===== config.mk =====
export PLATFORM = sky130hd
export DESIGN_NAME = uart_rx_hold
export DESIGN_NICKNAME = d
export VERILOG_FILES = /design/src/rtl/uart_rxb_pkg.sv /design/src/rtl/uart_rxb_decode.sv /design/src/rtl/uart_rxb_hold.sv /design/src/rtl/uart_rxb_fifo.sv /design/src/rtl/uart_rxb_sticky.sv /design/src/rtl/uart_rx_hold.sv
export SDC_FILE = /design/constraint.sdc
export NUM_CORES = 1
export LEC_CHECK = 0
export CAP_MARGIN = 20
export CORE_MARGIN = 4
export CORE_UTILIZATION = 50
export CTS_CLUSTER_DIAMETER = 120
export CTS_CLUSTER_SIZE = 16
export DETAILED_ROUTE_END_ITERATION = 8
export GPL_TIMING_DRIVEN = 0
export PLACE_DENSITY = 0.76
export SYNTH_ARGS = -nofsm -noshare
export SYNTH_HDL_FRONTEND = slang
export SYNTH_SLANG_ARGS = --single-unit

===== constraint.sdc =====
create_clock -name clk -period 3.85 [get_ports clk]
set_input_delay 0.77 -clock clk [delete_from_list [all_inputs] [get_ports clk]]
set_output_delay 0.77 -clock clk [all_outputs]
set_load 0.01 [all_outputs]

===== src/rtl/uart_rxb_pkg.sv =====
package uart_rxb_pkg;
  localparam int unsigned BUS_W  = 32;
  localparam int unsigned BYTE_W = 8;

  // What the read data register shows after a bus read
  typedef enum logic [1:0] {
    SRC_ZERO = 2'd0,  // undecoded address
    SRC_FIFO = 2'd1,  // byte popped from the FIFO memory
    SRC_LAST = 2'd2   // last delivered byte
  } rd_src_e;
endpackage


===== src/rtl/uart_rxb_decode.sv =====
module uart_rxb_decode #(
  parameter int unsigned ADDR_W       = 8,
  parameter int unsigned PRIMARY_OFS  = 0,
  parameter int unsigned SHADOW_OFS   = 48,
  parameter int unsigned SHADOW_WORDS = 16
) (
  input  logic [ADDR_W-1:0] addr,
  output logic              hit
);
  logic [SHADOW_WORDS-1:0] alias_hit;

  genvar gi;
  generate
    for (gi = 0; gi < SHADOW_WORDS; gi++) begin : g_alias
      assign alias_hit[gi] = (addr == ADDR_W'(SHADOW_OFS + 4 * gi));
    end
  endgenerate

  assign hit = (addr == ADDR_W'(PRIMARY_OFS)) || (|alias_hit);
endmodule


===== src/rtl/uart_rxb_hold.sv =====
module uart_rxb_hold #(
  parameter int unsigned W = 8
) (
  input  logic         clk,
  input  logic         rst,
  input  logic         flush,
  input  logic         load,
  input  logic         take,
  input  logic [W-1:0] din,
  output logic [W-1:0] byte_q,
  output logic         valid_q,
  output logic         lost
);
  // An unread byte is replaced; a read in the same cycle saves it
  assign lost = load && valid_q && !take;

  always_ff @(posedge clk) begin
    if (rst) begin
      byte_q  <= '0;
      valid_q <= 1'b0;
    end else begin
      if (load) byte_q <= din;
      if (flush)      valid_q <= 1'b0;
      else if (load)  valid_q <= 1'b1;
      else if (take)  valid_q <= 1'b0;
    end
  end
endmodule


===== src/rtl/uart_rxb_fifo.sv =====
module uart_rxb_fifo #(
  parameter int unsigned DEPTH = 16,
  parameter int unsigned W     = 8
) (
  input  logic         clk,
  input  logic         rst,
  input  logic         flush,
  input  logic         push,
  input  logic         pop,
  input  logic [W-1:0] din,
  output logic [W-1:0] rd_q,
  output logic         empty,
  output logic         lost
);
  localparam int unsigned PTR_W = (DEPTH > 1) ? $clog2(DEPTH) : 1;
  localparam int unsigned CNT_W = $clog2(DEPTH + 1);

  logic [W-1:0]     mem [DEPTH];
  logic [PTR_W-1:0] wr_ptr, rd_ptr;
  logic [CNT_W-1:0] count;
  logic             full, wr_ok, rd_ok;

  assign empty = (count == '0);
  assign full  = (count == CNT_W'(DEPTH));
  assign rd_ok = pop && !empty;
  // A full FIFO still accepts when a slot frees in the same cycle
  assign wr_ok = push && (!full || rd_ok);
  assign lost  = push && !wr_ok;

  function automatic logic [PTR_W-1:0] bump(input logic [PTR_W-1:0] p);
    return (p == PTR_W'(DEPTH - 1)) ? '0 : p + 1'b1;
  endfunction

  // Storage without reset, synchronous read: block RAM friendly
  always_ff @(posedge clk) begin
    if (wr_ok) mem[wr_ptr] <= din;
    if (rd_ok) rd_q <= mem[rd_ptr];
  end

  always_ff @(posedge clk) begin
    if (rst || flush) begin
      wr_ptr <= '0;
      rd_ptr <= '0;
      count  <= '0;
    end else begin
      if (wr_ok) wr_ptr <= bump(wr_ptr);
      if (rd_ok) rd_ptr <= bump(rd_ptr);
      case ({wr_ok, rd_ok})
        2'b10:   count <= count + 1'b1;
        2'b01:   count <= count - 1'b1;
        default: count <= count;
      endcase
    end
  end
endmodule


===== src/rtl/uart_rxb_sticky.sv =====
module uart_rxb_sticky (
  input  logic clk,
  input  logic rst,
  input  logic set,
  input  logic clr,
  output logic flag_q
);
  always_ff @(posedge clk) begin
    if (rst)      flag_q <= 1'b0;
    else if (set) flag_q <= 1'b1;  // a new event beats the clear
    else if (clr) flag_q <= 1'b0;
  end
endmodule


===== src/rtl/uart_rx_hold.sv =====
module uart_rx_hold
  import uart_rxb_pkg::*;
#(
  parameter int unsigned ADDR_W       = 8,
  parameter int unsigned PRIMARY_OFS  = 0,
  parameter int unsigned SHADOW_OFS   = 48,
  parameter int unsigned SHADOW_WORDS = 16,
  parameter int unsigned FIFO_DEPTH   = 16,
  parameter bit          FIFO_PRESENT = 1'b1
) (
  input  logic              clk,
  input  logic              rst,
  input  logic              rx_valid,
  input  logic [7:0]        rx_byte,
  input  logic              fifo_en,
  input  logic              lsr_rd,
  input  logic              bus_rd,
  input  logic              bus_wr,
  input  logic [ADDR_W-1:0] bus_addr,
  output logic [31:0]       rdata,
  output logic              data_ready,
  output logic              overrun
);
  localparam int unsigned PAD_W = BUS_W - BYTE_W;

  logic              fifo_en_q;
  logic              fifo_on, flush, hit, rd_hit, take, rx_ok;
  logic              hold_vld, hold_lost, fifo_empty, fifo_lost;
  logic [BYTE_W-1:0] hold_byte, fifo_rd, out_q;
  rd_src_e           src_q;

  // Mode register; any change of the enable bit flushes the storage
  always_ff @(posedge clk) begin
    if (rst) fifo_en_q <= 1'b0;
    else     fifo_en_q <= fifo_en;
  end

  assign fifo_on = FIFO_PRESENT && fifo_en_q;
  assign flush   = FIFO_PRESENT && (fifo_en != fifo_en_q);

  uart_rxb_decode #(
    .ADDR_W      (ADDR_W),
    .PRIMARY_OFS (PRIMARY_OFS),
    .SHADOW_OFS  (SHADOW_OFS),
    .SHADOW_WORDS(SHADOW_WORDS)
  ) u_decode (
    .addr(bus_addr),
    .hit (hit)
  );

  assign data_ready = fifo_on ? !fifo_empty : hold_vld;
  assign rd_hit     = bus_rd && hit;
  assign take       = rd_hit && data_ready && !flush;
  assign rx_ok      = rx_valid && !flush;

  uart_rxb_hold #(.W(BYTE_W)) u_hold (
    .clk    (clk),
    .rst    (rst),
    .flush  (flush),
    .load   (rx_ok && !fifo_on),
    .take   (take && !fifo_on),
    .din    (rx_byte),
    .byte_q (hold_byte),
    .valid_q(hold_vld),
    .lost   (hold_lost)
  );

  generate
    if (FIFO_PRESENT) begin : g_fifo
      uart_rxb_fifo #(.DEPTH(FIFO_DEPTH), .W(BYTE_W)) u_fifo (
        .clk  (clk),
        .rst  (rst),
        .flush(flush),
        .push (rx_ok && fifo_on),
        .pop  (take && fifo_on),
        .din  (rx_byte),
        .rd_q (fifo_rd),
        .empty(fifo_empty),
        .lost (fifo_lost)
      );
    end else begin : g_nofifo
      assign fifo_rd    = '0;
      assign fifo_empty = 1'b1;
      assign fifo_lost  = 1'b0;
    end
  endgenerate

  uart_rxb_sticky u_ovr (
    .clk   (clk),
    .rst   (rst),
    .set   (hold_lost || fifo_lost),
    .clr   (lsr_rd),
    .flag_q(overrun)
  );

  // Read path: a source select plus the last delivered byte
  always_ff @(posedge clk) begin
    if (rst) begin
      src_q <= SRC_ZERO;
      out_q <= '0;
    end else begin
      if (src_q == SRC_FIFO) out_q <= fifo_rd;
      if (bus_rd) begin
        if (!hit)                src_q <= SRC_ZERO;
        else if (take && fifo_on) src_q <= SRC_FIFO;
        else begin
          src_q <= SRC_LAST;
          if (take) out_q <= hold_byte;
        end
      end
    end
  end

  always_comb begin
    rdata = '0;
    unique case (src_q)
      SRC_FIFO: rdata = {{PAD_W{1'b0}}, fifo_rd};
      SRC_LAST: rdata = {{PAD_W{1'b0}}, out_q};
      default:  rdata = '0;
    endcase
  end
endmodule


# Word level (Yosys, flattened, before mapping)
# Memories as Yosys holds them, arrays and structs flattened. A register that Yosys moved wholly into a read port is not among the register bits.
# Cells that the tools add are included.
# op_classes
addsub	4
n_eq_ne	24
mux	18
n_reduce_logical	30
# op_table
operator	n
equality test 8 x 7 -> 1 bit (second input constant)	12
2-to-1 mux 8 bit	5
equality test 8 x 6 -> 1 bit (second input constant)	4
case mux 8 bit (2 select lines)	1
OR reduction 16 bit	1
logical AND 1 bit	13
case mux 5 bit (2 select lines)	1
adder 4 x 1 -> 4 bit (second input constant)	2
equality test 4 bit (second input constant)	2
zero test 8 bit	1
2-to-1 mux 4 bit	2
2-to-1 mux 1 bit	7
zero test 1 bit	6
nonzero test 2 bit	3
adder 5 x 1 -> 5 bit (second input constant)	1
equality test 5 bit (second input constant)	1
zero test 5 bit	1
subtractor 5 x 1 -> 5 bit (second input constant)	1
equality test 2 x 1 -> 1 bit (second input constant)	2
equality test 2 bit (second input constant)	2
logical OR 1 bit	4
2-to-1 mux 2 bit	2
OR reduction 2 bit	1
!= test 1 bit	1
# totals
regBits	34
ramBits	128
in_bits	23
out_inout_bits	34
word_cells	86
memories	1
# mem_list
name	depth	width	rd	rd_clocked_by_memory_dff	write_ports	line	text
g_fifo.u_fifo.mem	16	8	1	1	1	uart_rxb_fifo.sv:18	logic [W-1:0] mem [DEPTH];

# Depth between registers and ports, before layout
# Gate-level depths: netlist of run 1.
# depth
word_depth	14
ltp_mapped	8
depth_no_buf	8

# By module
# From an unflattened synthesis of run 1, not the netlist that was laid out.
# hier_totals
cells_unflattened	498
area_unflattened_um2	7465.9
# by_module_without_submodules
module	n_inst	cells_each	area_each_um2	seq_area_each_um2
uart_rxb_fifo	1	345	6097.1	4344.2
uart_rx_hold	1	113	950.9	220.2
uart_rxb_hold	1	31	331.6	180.2
uart_rxb_decode	1	5	47.5	0.0
uart_rxb_sticky	1	4	38.8	20.0

# Worst setup path after synthesis of run 1
# No wires, ideal clock.
# synth_timing
kind	in2reg
from	in bus_addr[3]
to	reg g_fifo.u_fifo.count[4]
setup_ps	72
arrival_time_ps	2794
required_ps	3778
path_slack_ps	985
stages	8
n_path_buf	0
cell_sequence	nor4_2 o31ai_1 nor3_2 ha_1 a21o_1 a21oi_1 mux2i_1 mux2i_1
# synth_via
elab_chain_cells	12
word_cells_on_any_way	30
cone_classes	eq/ne (18); mux (1); reduce/logical (11)
# synth_lines
element	line	text
from (decl)	uart_rx_hold.sv:19	input logic [ADDR_W-1:0] bus_addr,
equality test 8 x 6 -> 1 bit / equality test 8 x 7 -> 1 bit (equally long branches)	uart_rxb_decode.sv:15	assign alias_hit[gi] = (addr == ADDR_W'(SHADOW_OFS + 4 * gi));
OR reduction 16 bit	uart_rxb_decode.sv:19	assign hit = (addr == ADDR_W'(PRIMARY_OFS)) || (|alias_hit);
logical OR 1 bit (*)	uart_rxb_decode.sv:19	
logical AND 1 bit (*)	uart_rx_hold.sv:52	assign rd_hit = bus_rd && hit;
logical AND 1 bit (*) (2 in a row)	uart_rx_hold.sv:53	assign take = rd_hit && data_ready && !flush;
logical AND 1 bit (*)	uart_rx_hold.sv:75	.pop (take && fifo_on),
logical AND 1 bit (*)	uart_rxb_fifo.sv:25	assign rd_ok = pop && !empty;
logical OR 1 bit	uart_rxb_fifo.sv:27	assign wr_ok = push && (!full || rd_ok);
logical AND 1 bit	uart_rxb_fifo.sv:27	
equality test 2 x 1 -> 1 bit / equality test 2 bit (equally long branches)	uart_rxb_fifo.sv:48	case ({wr_ok, rd_ok})
case mux 5 bit (2 select lines) / nonzero test 2 bit (equally long branches)	-	
to (signal assigned)	uart_rxb_fifo.sv:49	2'b10: count <= count + 1'b1;
to (signal assigned)	uart_rxb_fifo.sv:50	2'b01: count <= count - 1'b1;
to (signal assigned)	uart_rxb_fifo.sv:51	default: count <= count;
to (decl)	uart_rxb_fifo.sv:20	logic [CNT_W-1:0] count;
# Mark *: on every way between the ends. The rest lies on a longest branch, timed or not.
# A chain may end at the register's enable or synchronous reset.

# Worst setup path in the final report of run 1
# layout_timing
from	in bus_rd
to	mem g_fifo.u_fifo.mem[3][3] (enable)
# layout_via
elab_chain_cells	9
# layout_lines
element	line	text
from (decl)	uart_rx_hold.sv:17	input logic bus_rd,
logical AND 1 bit	uart_rx_hold.sv:52	
logical AND 1 bit (2 in a row)	uart_rx_hold.sv:53	
logical AND 1 bit	uart_rx_hold.sv:75	
logical AND 1 bit	uart_rxb_fifo.sv:25	
logical OR 1 bit	uart_rxb_fifo.sv:27	
logical AND 1 bit	uart_rxb_fifo.sv:27	
2-to-1 mux 1 bit	uart_rxb_fifo.sv:36	if (wr_ok) mem[wr_ptr] <= din;
2-to-1 mux 1 bit (not written as such)	uart_rxb_fifo.sv:36	
to (decl)	uart_rxb_fifo.sv:18	
# No other way between the ends.

==> out/results.ini, run 1 <==
[drt]
post_drt_wl_per_cell_um=20.2
vias=4111
post-route-drc-count=0
drt_pre_antenna_iters=5
via_per_inst=5.68
wirelength_um=14700
drt_iter0_markers=393
postRouteAntennaNets=0

[setup_path]
required_time_at_the_endpoint_of_the_critical_path_ps=3990
worstPathMaxFanout=6
setup.worst_path.start_class=input port
critical_path_class=input port to flop
data_arrival_time_of_the_critical_path_ps=3520
setup.worst_path.end_class=flop

[die]
core-area_um2=14000
std_cell_rows=43
chipWidth_um=128
die_h_um=128
initial_core_util_pct=51.3
floorplan.die_area_um2=16300
boundaryPins=57

[timing]
fin_worst_hold_slack_ps=457
setup_viol_count_final=0
hold_violations=0
slew_headroom_pct=39.4
layout_skew_ps=7.08
measured_slew_at_the_worst_slew_check_pin_ps=903
finalWorstPathRequiredPeriod_ps=3380
finalCritPeriodShare_pct=87.8
achievable-frequency_mhz=296
unrepaired_setup_endpoints_after_global_routing=no
slew_violations=0

[global_route]
track_usage_pct=19.1
grt_pass1_wl_um=23100
first_global_vias=4215
grt_overflow=0
antenna_found_initial=0
maximum_number_of_pins_on_one_net_before_global_route_repair=18

[clock_network]
postCtsHoldBufs=0
clockBufferDepth=2
total_of_cells_resized_after_clock_tree_synthesis=0
cts_post_setup_buffers_inserted=0
ctsRootBufferMaster=clkbuf_16
cts_buffers=17
ctsHtreeMaxLevel=4
register_clock_pin_slew_on_the_reported_worst_setup_and_hold_paths_ps=60
tritoncts=yes
cts_sinks=170
clkLatencyLatePin_ps=420

[synthesis]
synth_top_family_by_area=multiplexers
synth_enable_flop_cells=136
synth-main-ff-cell=edfxtp_1
synth_simple_gate_area_share_pct=6.63
post_synth_most_frequent_cells=136 x edfxtp_1, 40 x mux4_2, 34 x dfxtp_1
yosys.area_share.xor_xnor_pct=0.366
synth_area_leader_cell=edfxtp_1
synth-seq-area-share_pct=66.4
synth_compound_gate_area_share_pct=6.37
async_flop_share_pct=0
syn-instance-count=454
synth_area_um2=7170
syn-mean-instance-area_um2=15.8
synth.top_cell.area_share_pct=56.9
postSynthRegisterBits=170
yosys_warning_total=0
synth_cell_types=56
cell_with_the_most_instances_after_synthesis=edfxtp_1
netlist_top_cells_area=edfxtp_1 57%, mux4_2 13%, dfxtp_1 9.5%
synth_adder_area_share_pct=2.02
multiplexer_area_fraction_after_synthesis_pct=14.0

[power_and_ir_drop]
p_total_mw=3.86
leakage_nw=2.79
worst_ir_drop_vdd_v=0.000340
pwr_density_cell_nw_per_um2=458

[placed_design]
placed_cell_area_um2=7820
place.gp.congestion=0.809
placedCellCount=692
port_buffers=31
dpl.hpwl_um=10100

[final_layout]
finalNetCount=565
diodes=0
drive_gt1_share_pct=21.3
area.growth.synth_to_final_pct=17.5
stdcell_count=724
postLayoutCellArea_um2=8430

[job]
drv_cap=0

[worst_hold_path]
worst_hold_path_type=flop to flop

[status]
status=finished clean

-- logic make-up after synthesis --
kind of cell               count (synthesis)
DFF                                      170
buffers and inverters                     54
and+or+nand+nor                          100
AOI/OAI and AO/OA                         65
muxes                                     50
xor gates and xnor gates                   3
other                                      1
adders and majority gates                 11
-- per-layer routing --
metal  track usage, %  routed length, µm
met1             23.3               5690
met2             32.5               7520
met3             5.08               1050
met4             7.55                391
met5                0                  0
-- worst max-delay path, stage by stage --
cell	delay, ps
clkdlybuf4s50_1	500
nor4b_2	240
o31ai_1	200
o21ai_1	420
nand3_1	320
nor3_1	770
buf_4	280
-- final timing paths --
kind	cells after the start	end	slack [ps]	from
worst min register to register	2	u_hold.byte_q[3]	460	u_hold.byte_q[3]
worst min-delay path	2	u_hold.byte_q[3]	460	u_hold.byte_q[3]
worst max-delay path	7	g_fifo.u_fifo.mem[3][3]	470	bus_rd
worst max register to register	8	g_fifo.u_fifo.count[4]	990	g_fifo.u_fifo.count[1]
-- metrics by stage --
step                setup WS (ps)  utilization (%)  setup TNS (ps)
floorplan                     985                -               0
global placement            -42.2             55.7            -336
detailed placement            101             55.9               0
CTS                           512             60.3               0
global route                  304             60.3               0
finish                        470             60.3               0
-- power by group --
part	switching, mW	internal, mW
Clock	0.672	1.07
Combinational	0.0705	0.0526
Sequential	0.00457	1.99
-- placed cells by master (no fill, tap or decap), drive strengths merged, types with 2 or more instances in the layout --
cell type / netlist / final
nor2: 34 / 34
inv: 8 / 9
clkbuf: 16 / 38
ha: 10 / 10
mux2i: 10 / 10
dfxtp: 34 / 34
nor3b: 2 / 2
nand2: 31 / 31
a211oi: 9 / 9
nand2b: 3 / 3
conb: 1 / 24
o22ai: 2 / 2
a21oi: 20 / 20
nor4: 2 / 2
nand3: 9 / 9
a21o: 3 / 3
o21ai: 8 / 8
a22oi: 8 / 8
o21a: 2 / 2
nor3: 9 / 9
clkdlybuf4s50: 0 / 31
xor2: 2 / 2
bufinv: 0 / 3
mux4: 40 / 40
a31oi: 2 / 2
buf: 30 / 34
and2: 3 / 3
clkinv: 0 / 6
edfxtp: 136 / 136
-- cell type report --
class | instances | area, µm²
fill | 1041 | 5560
sequential | 170 | 4760
multi-input combinational | 253 | 2190
clock buffer | 22 | 474
timing repair buffer | 35 | 333
buffer | 46 | 270
tap | 180 | 225
clock inverter | 10 | 140
inverter | 8 | 30.0
-- sequential cells by signal, summed over array words and instances (netlist names), 2 cells and up --
| name | count |
|---|---|
| g_fifo.u_fifo.rd_ptr | 4 |
| src_q | 2 |
| u_hold.byte_q | 8 |
| g_fifo.u_fifo.count | 5 |
| g_fifo.u_fifo.wr_ptr | 4 |
| g_fifo.u_fifo.mem | 128 |
| g_fifo.u_fifo.rd_q | 8 |
| out_q | 8 |
Power figures use the tool's default switching activity.
==> run 2: changes to the inputs <==
CAP_MARGIN = 10   (was 20)
==> run 2 against run 1 <==
Effect of this change: power fell by 0.26%; register-to-register slack got worse by 50 ps; non-clock buffer count did not move; first-iteration DRC count rose by 8.7%; sequential share of layout area barely moved; critical path depth did not move.
==> out/results.ini, run 2 (same netlist as run 1, synthesis figures left out) <==
[die]
floorplan.die_area_um2=16300  ; unchanged
core-area_um2=14000  ; unchanged
std_cell_rows=43  ; unchanged
initial_core_util_pct=51.3  ; unchanged
boundaryPins=57  ; unchanged
die_h_um=128  ; unchanged
chipWidth_um=128  ; unchanged

[timing]
setup_viol_count_final=0  ; unchanged
measured_slew_at_the_worst_slew_check_pin_ps=860  ; -42.3 ps
achievable-frequency_mhz=302  ; +1.9%
unrepaired_setup_endpoints_after_global_routing=no
hold_violations=0  ; unchanged
finalWorstPathRequiredPeriod_ps=3320  ; -63.8 ps
finalCritPeriodShare_pct=86.1  ; -1.7 points
slew_violations=0  ; unchanged
slew_headroom_pct=42.2  ; +2.8 points
layout_skew_ps=12.2  ; +5.11 ps

[drt]
post-route-drc-count=0  ; unchanged
vias=4141  ; +0.73%
drt_iter0_markers=427  ; +8.7%
wirelength_um=14800  ; +0.87%
drt_pre_antenna_iters=5  ; unchanged
postRouteAntennaNets=0  ; unchanged
post_drt_wl_per_cell_um=20.4  ; +0.87%
via_per_inst=5.72  ; +0.73%

[global_route]
maximum_number_of_pins_on_one_net_before_global_route_repair=18  ; unchanged
track_usage_pct=19.3  ; +0.16 points
grt_overflow=0  ; unchanged
grt_pass1_wl_um=23400  ; +1.2%
first_global_vias=4250  ; +0.83%
antenna_found_initial=0  ; unchanged

[final_layout]
diodes=0  ; unchanged
drive_gt1_share_pct=21.7  ; +0.37 points
postLayoutCellArea_um2=8430  ; about the same
area.growth.synth_to_final_pct=17.5  ; about the same
leading_cell_type_in_the_layout_fill_and_taps_excluded=edfxtp_1
most-common-layout-cells=136 x edfxtp_1, 40 x mux4_2, 34 x dfxtp_1, 33 x nor2_1
largest_register_by_flop_count=g_fifo.u_fifo.mem
finalNetCount=565  ; unchanged
flip_flop_count_of_the_largest_register_after_layout=128  ; unchanged

[job]
drv_cap=0  ; unchanged

[setup_path]
setup.worst_path.start_class=input port
critical_path_class=input port to flop
required_time_at_the_endpoint_of_the_critical_path_ps=3990  ; about the same
worstPathMaxFanout=6  ; unchanged
data_arrival_time_of_the_critical_path_ps=3450  ; -70 ps
setup.worst_path.end_class=flop

[status]
status=finished clean

[clock_network]
tritoncts=yes
postCtsHoldBufs=0  ; unchanged
register_clock_pin_slew_on_the_reported_worst_setup_and_hold_paths_ps=60  ; about the same
cts_sinks=170  ; unchanged
clkLatencyLatePin_ps=430  ; about the same
ctsHtreeMaxLevel=4  ; unchanged
clockBufferDepth=2  ; unchanged
ctsRootBufferMaster=clkbuf_16
cts_post_setup_buffers_inserted=0  ; unchanged
cts_buffers=17  ; unchanged
total_of_cells_resized_after_clock_tree_synthesis=0  ; unchanged

[power_and_ir_drop]
p_total_mw=3.85  ; -0.26%
pwr_density_cell_nw_per_um2=457  ; -0.23%
worst_ir_drop_vdd_v=0.000308  ; -9.5%
leakage_nw=2.77  ; -0.46%

[placed_design]
port_buffers=31  ; unchanged
dpl.hpwl_um=10100  ; -0.27%
placed_cell_area_um2=7810  ; -0.13%
place.gp.congestion=0.809  ; unchanged

[worst_hold_path]
worst_hold_path_type=flop to flop

## run 2: worst max-delay path: stages
cell	delay [ps]
clkdlybuf4s50_1	500
nor4b_2	240
o31ai_1	200
o21ai_1	410
nand3_1	310
nor3_1	740
buf_4	280
## run 2: through the flow
stage / setup TNS (ps) / cells / hold slack [ps] / util [%] / worst slack [ps]
2_1_floorplan: 0 / 477 / 437 / - / 985
3_3_place_gp: -336 / 688 / 446 / 55.7 / -42.2
3_5_place_dp: -561 / 690 / 449 / 55.8 / -44.1
4_1_cts: 0 / 722 / 459 / 60.2 / 388
5_1_grt: 0 / 724 / 497 / 60.3 / 309
6_report: 0 / 724 / 462 / 60.3 / 534
## run 2: area by class of cell
type	instances	area [µm²]
Tap cell	180	225
Buffer	46	270
Clock buffer	18	439
Sequential cell	170	4760
Inverter	8	30.0
Timing Repair Buffer	35	338
Fill cell	1046	5560
Clock inverter	14	168
Multi-Input combinational cell	253	2190
## run 2: worst paths after layout
kind | startpoint | end | slack [ps] | cells after the start
worst min-delay path | u_hold.byte_q[3] | u_hold.byte_q[3] | 460 | 2
worst max register to register | g_fifo.u_fifo.count[1] | g_fifo.u_fifo.count[4] | 940 | 8
worst max-delay path | bus_rd | g_fifo.u_fifo.mem[3][3] | 530 | 7
worst min register to register | u_hold.byte_q[3] | u_hold.byte_q[3] | 460 | 2
## run 2: power by group
group	internal (mW)	total (mW)	switching (mW)
sequential	1.99	1.99	0.00488
combinational	0.0528	0.124	0.0715
clock	1.04	1.73	0.696
## run 2: metal layers
layer  track usage (%)  share of wire (%)
met1              24.6                 41
met2              32.7                 51
met3              4.13                6.4
met4              6.99                1.9
met5                 0                  0
==> run 3: changes to the inputs <==
ABC_AREA = 1   (was default)
CORE_UTILIZATION = 25   (was 50)
PLACE_DENSITY = 0.47   (was 0.76)
==> run 3 against run 2 <==
Effect of this change: critical path depth is 1 lower; combinational power is 4% higher; clock-buffer cell count shrank 1; die area increased by 98%; maximum frequency grew 14%; worst hold slack got worse by 1.3 ps; final area grew 5.0%.
==> out/results.ini, run 3 <==
[timing]
slew_violations=0  ; unchanged
fin_worst_hold_slack_ps=461  ; -1.26 ps
setup_viol_count_final=0  ; unchanged
setup_total_negative_slack_ps=0  ; unchanged
hold_violations=0  ; unchanged
achievable-frequency_mhz=344  ; +14%
unrepaired_setup_endpoints_after_global_routing=no
finalWorstPathRequiredPeriod_ps=2910  ; -411 ps
slew_headroom_pct=34.5  ; -7.7 points
measured_slew_at_the_worst_slew_check_pin_ps=978  ; +118 ps
layout_skew_ps=11.3  ; -0.893 ps
finalCritPeriodShare_pct=75.5  ; -11 points

[final_layout]
final-seq-area_um2=4760  ; unchanged
finalNetCount=761  ; +35%
area.growth.synth_to_final_pct=19.8
filler_cell_count_in_the_final_layout=2910  ; +180%
most-common-layout-cells=136 x edfxtp_1, 114 x nor2_1, 95 x nand2_1, 34 x o21ai_0, 34 x dfxtp_1
stdcell_count=1123  ; +55%
multiInputGateArea_um2=2260  ; +3.2%
flip_flop_count_of_the_largest_register_after_layout=128  ; unchanged
diodes=0  ; unchanged
leading_cell_type_in_the_layout_fill_and_taps_excluded=edfxtp_1
drive_gt1_share_pct=12.2  ; -9.5 points
finalCoreUtilization_pct=30.6  ; -30 points
largest_register_by_flop_count=g_fifo.u_fifo.mem

[worst_hold_path]
min-delay-start=u_hold.byte_q[1]
whs_path_depth=2  ; unchanged
worst_hold_path_type=flop to flop
timing.hold.worst_endpoint=u_hold.byte_q[1]

[drt]
drt_iter0_markers=361  ; -15%
drt_pre_antenna_iters=5  ; unchanged
post_drt_wl_per_cell_um=16.3  ; -20%
wirelength_um=18300  ; +24%
post-route-drc-count=0  ; unchanged
vias=4833  ; +17%
met1_length_um=8530  ; +42%
dr.max_layer_used=met4
total_met3_wirelength_after_detailed_routing_um=833  ; -11%
wl_met2_um=8530  ; +13%
via_per_inst=4.30  ; -25%
postRouteAntennaNets=0  ; unchanged

[clock_network]
tritoncts=yes
ctsHtreeMaxLevel=4  ; unchanged
postCtsHoldBufs=0  ; unchanged
cts_buffers=17  ; unchanged
clkLatencyLatePin_ps=430  ; about the same
cts_post_setup_buffers_inserted=0  ; unchanged
register_clock_pin_slew_on_the_reported_worst_setup_and_hold_paths_ps=70  ; about the same
clockBufferDepth=2  ; unchanged
ctsRootBufferMaster=clkbuf_16
total_of_cells_resized_after_clock_tree_synthesis=0  ; unchanged
cts_sinks=170  ; unchanged

[synthesis]
synth_cell_types=37  ; -34%
synth_area_um2=7390  ; +3.0%
netlist_top_cells_area=edfxtp_1 55%, dfxtp_1 9.2%, nor2_1 5.8%
syn-mean-instance-area_um2=11.3  ; -28%
synth-seq-area-share_pct=64.5  ; -1.9 points
async_flop_share_pct=0  ; unchanged
syn-instance-count=654  ; +44%
synth_area_leader_cell=edfxtp_1
synth-main-ff-cell=edfxtp_1
post_synth_most_frequent_cells=136 x edfxtp_1, 114 x nor2_1, 95 x nand2_1
synth.top_cell.area_share_pct=55.3  ; -1.7 points
cell_with_the_most_instances_after_synthesis=edfxtp_1
synth_enable_flop_cells=136  ; unchanged
postSynthRegisterBits=170  ; unchanged
yosys_warning_total=0  ; unchanged

[global_route]
maximum_number_of_pins_on_one_net_before_global_route_repair=18  ; unchanged
first_global_vias=4771  ; +12%
antenna_found_initial=0  ; unchanged
track_usage_pct=11.3  ; -8.0 points
grt_pass1_wl_um=28300  ; +21%
grt_overflow=0  ; unchanged

[setup_path]
timing.reg2reg.setup_slack_ps=1490  ; +550 ps
setup.worst_path.end_class=output pin
crit_path_cells=inv_1, ha_1, clkbuf_1, nand2_1, a21oi_1, clkdlybuf4s50_1
critPathBufInv=3  ; +1
setup.worst_path.start_class=flop
worst-r2r-cell-count=10  ; +2
critical_path.reg2reg.startpoint=g_fifo.u_fifo.count[0]
critical_path_class=flop to output pin
critPathTopFamily=buffers and inverters
required_time_at_the_endpoint_of_the_critical_path_ps=3080  ; -910 ps
crit_path_max_incr_delay_ps=560  ; -180 ps
worstPathMaxFanout=9  ; +3
data_arrival_time_of_the_critical_path_ps=2140  ; -1310 ps
crit_path_top_delay_cell=clkdlybuf4s50_1
regToRegEndpoint=g_fifo.u_fifo.mem[11][4]

[die]
std_cell_rows=62  ; +44%
floorplan.die_area_um2=32400  ; +98%
core-area_um2=28900  ; +110%
die_h_um=180  ; +41%
boundaryPins=57  ; unchanged
initial_core_util_pct=25.5  ; -26 points
chipWidth_um=180  ; +41%

[power_and_ir_drop]
worst_ir_drop_vdd_v=0.000285  ; -7.6%
swShare_pct=21.7  ; +1.7 points
p_total_mw=3.84  ; -0.33%
switchingPower_uw=834  ; +8.0%
leakage_nw=3.04  ; +9.5%
power_frac_comb_pct=3.4  ; +0.2 points
pwr_density_cell_nw_per_um2=434  ; -5.1%
p_clk_share_pct=44.8  ; -0.2 points
seqPwrFrac_pct=51.9  ; +0.2 points
internal_power_mw=3.00  ; -2.4%

[job]
drv_cap=0  ; unchanged

[placed_design]
dpl.hpwl_um=12300  ; +22%
place.gp.congestion=0.830  ; +2.6%
placedCellCount=1092  ; +58%
port_buffers=31  ; unchanged

[status]
status=finished clean

run 3: cell count changes after synthesis, moves of 19 or more:
cell and delta:
o32ai_1 +19, mux4_2 -40, nand2_1 +64, inv_1 +21
o21ai_0 +27, nor2_1 +81
run 3: worst max-delay path by stage:
stage                start                       end  slack, ps  depth (start not counted)
6_report          src_q[1]                  rdata[3]        940                          6
5_1_grt           src_q[1]                  rdata[1]        740                          6
4_1_cts           src_q[1]                  rdata[3]        900                          6
3_5_place_dp        bus_rd  g_fifo.u_fifo.mem[12][7]        480                         11
3_3_place_gp        bus_rd  g_fifo.u_fifo.mem[12][1]        490                         11
2_1_floorplan  bus_addr[3]    g_fifo.u_fifo.count[4]       1370                         14
run 3: area by class of cell:
cell class                      count  area share, %
Buffer                             54           3.56
Clock buffer                       17           4.81
Clock inverter                     14           1.80
Inverter                           33           1.48
Multi-Input combinational cell    420           25.6
Sequential cell                   170           53.8
Tap cell                          384           5.43
Timing Repair Buffer               31           3.51
run 3: kinds of logic (layout without fill, tap and decap cells):
logic type / Yosys count / count (layout) / synth area share (%)
compound gates: 108 / 108 / 9.53
buf+inv: 87 / 149 / 6.04
simple gates: 259 / 259 / 15.6
xor+xnor: 5 / 5 / 0.593
flops: 170 / 170 / 64.5
other cells: 1 / 24 / 0.0507
mux: 13 / 13 / 1.76
fa+ha+maj: 11 / 11 / 1.96
run 3: per-layer routing:
metal  vias to the layer above  GRT usage (%)
li1                       2412              -
met1                      2282           14.8
met2                       119           18.1
met3                        20           2.85
met4                         0           4.24
met5                         -              0
run 3: worst reg2reg max path, stage by stage (launching register included):
cell     delay (ps)
dfxtp_1         460
nor2_2           60
nand3_2          80
nand2_2          60
nand2_4          90
nand3_4         150
nand3_2         160
nand2_4         110
inv_8           110
nand2_4          70
nor2_1          650
run 3: metrics by stage:
stage	instance area [µm²]	setup WS [ps]
after floorplan	7480	1370
final	8850	945
after global placement	8270	486
after CTS	8850	902
after global routing	8850	744
after detailed placement	8270	483
run 3: power by group through the flow:
stage               combinational [mW]  clock (mW)  sequential (mW)
CTS                              0.131        1.75             1.99
detailed placement               0.130           0             2.03
floorplan                       0.0660           0             2.03
finish                           0.129        1.72             1.99
global route                     0.143        1.84             1.99
global placement                 0.129           0             2.03
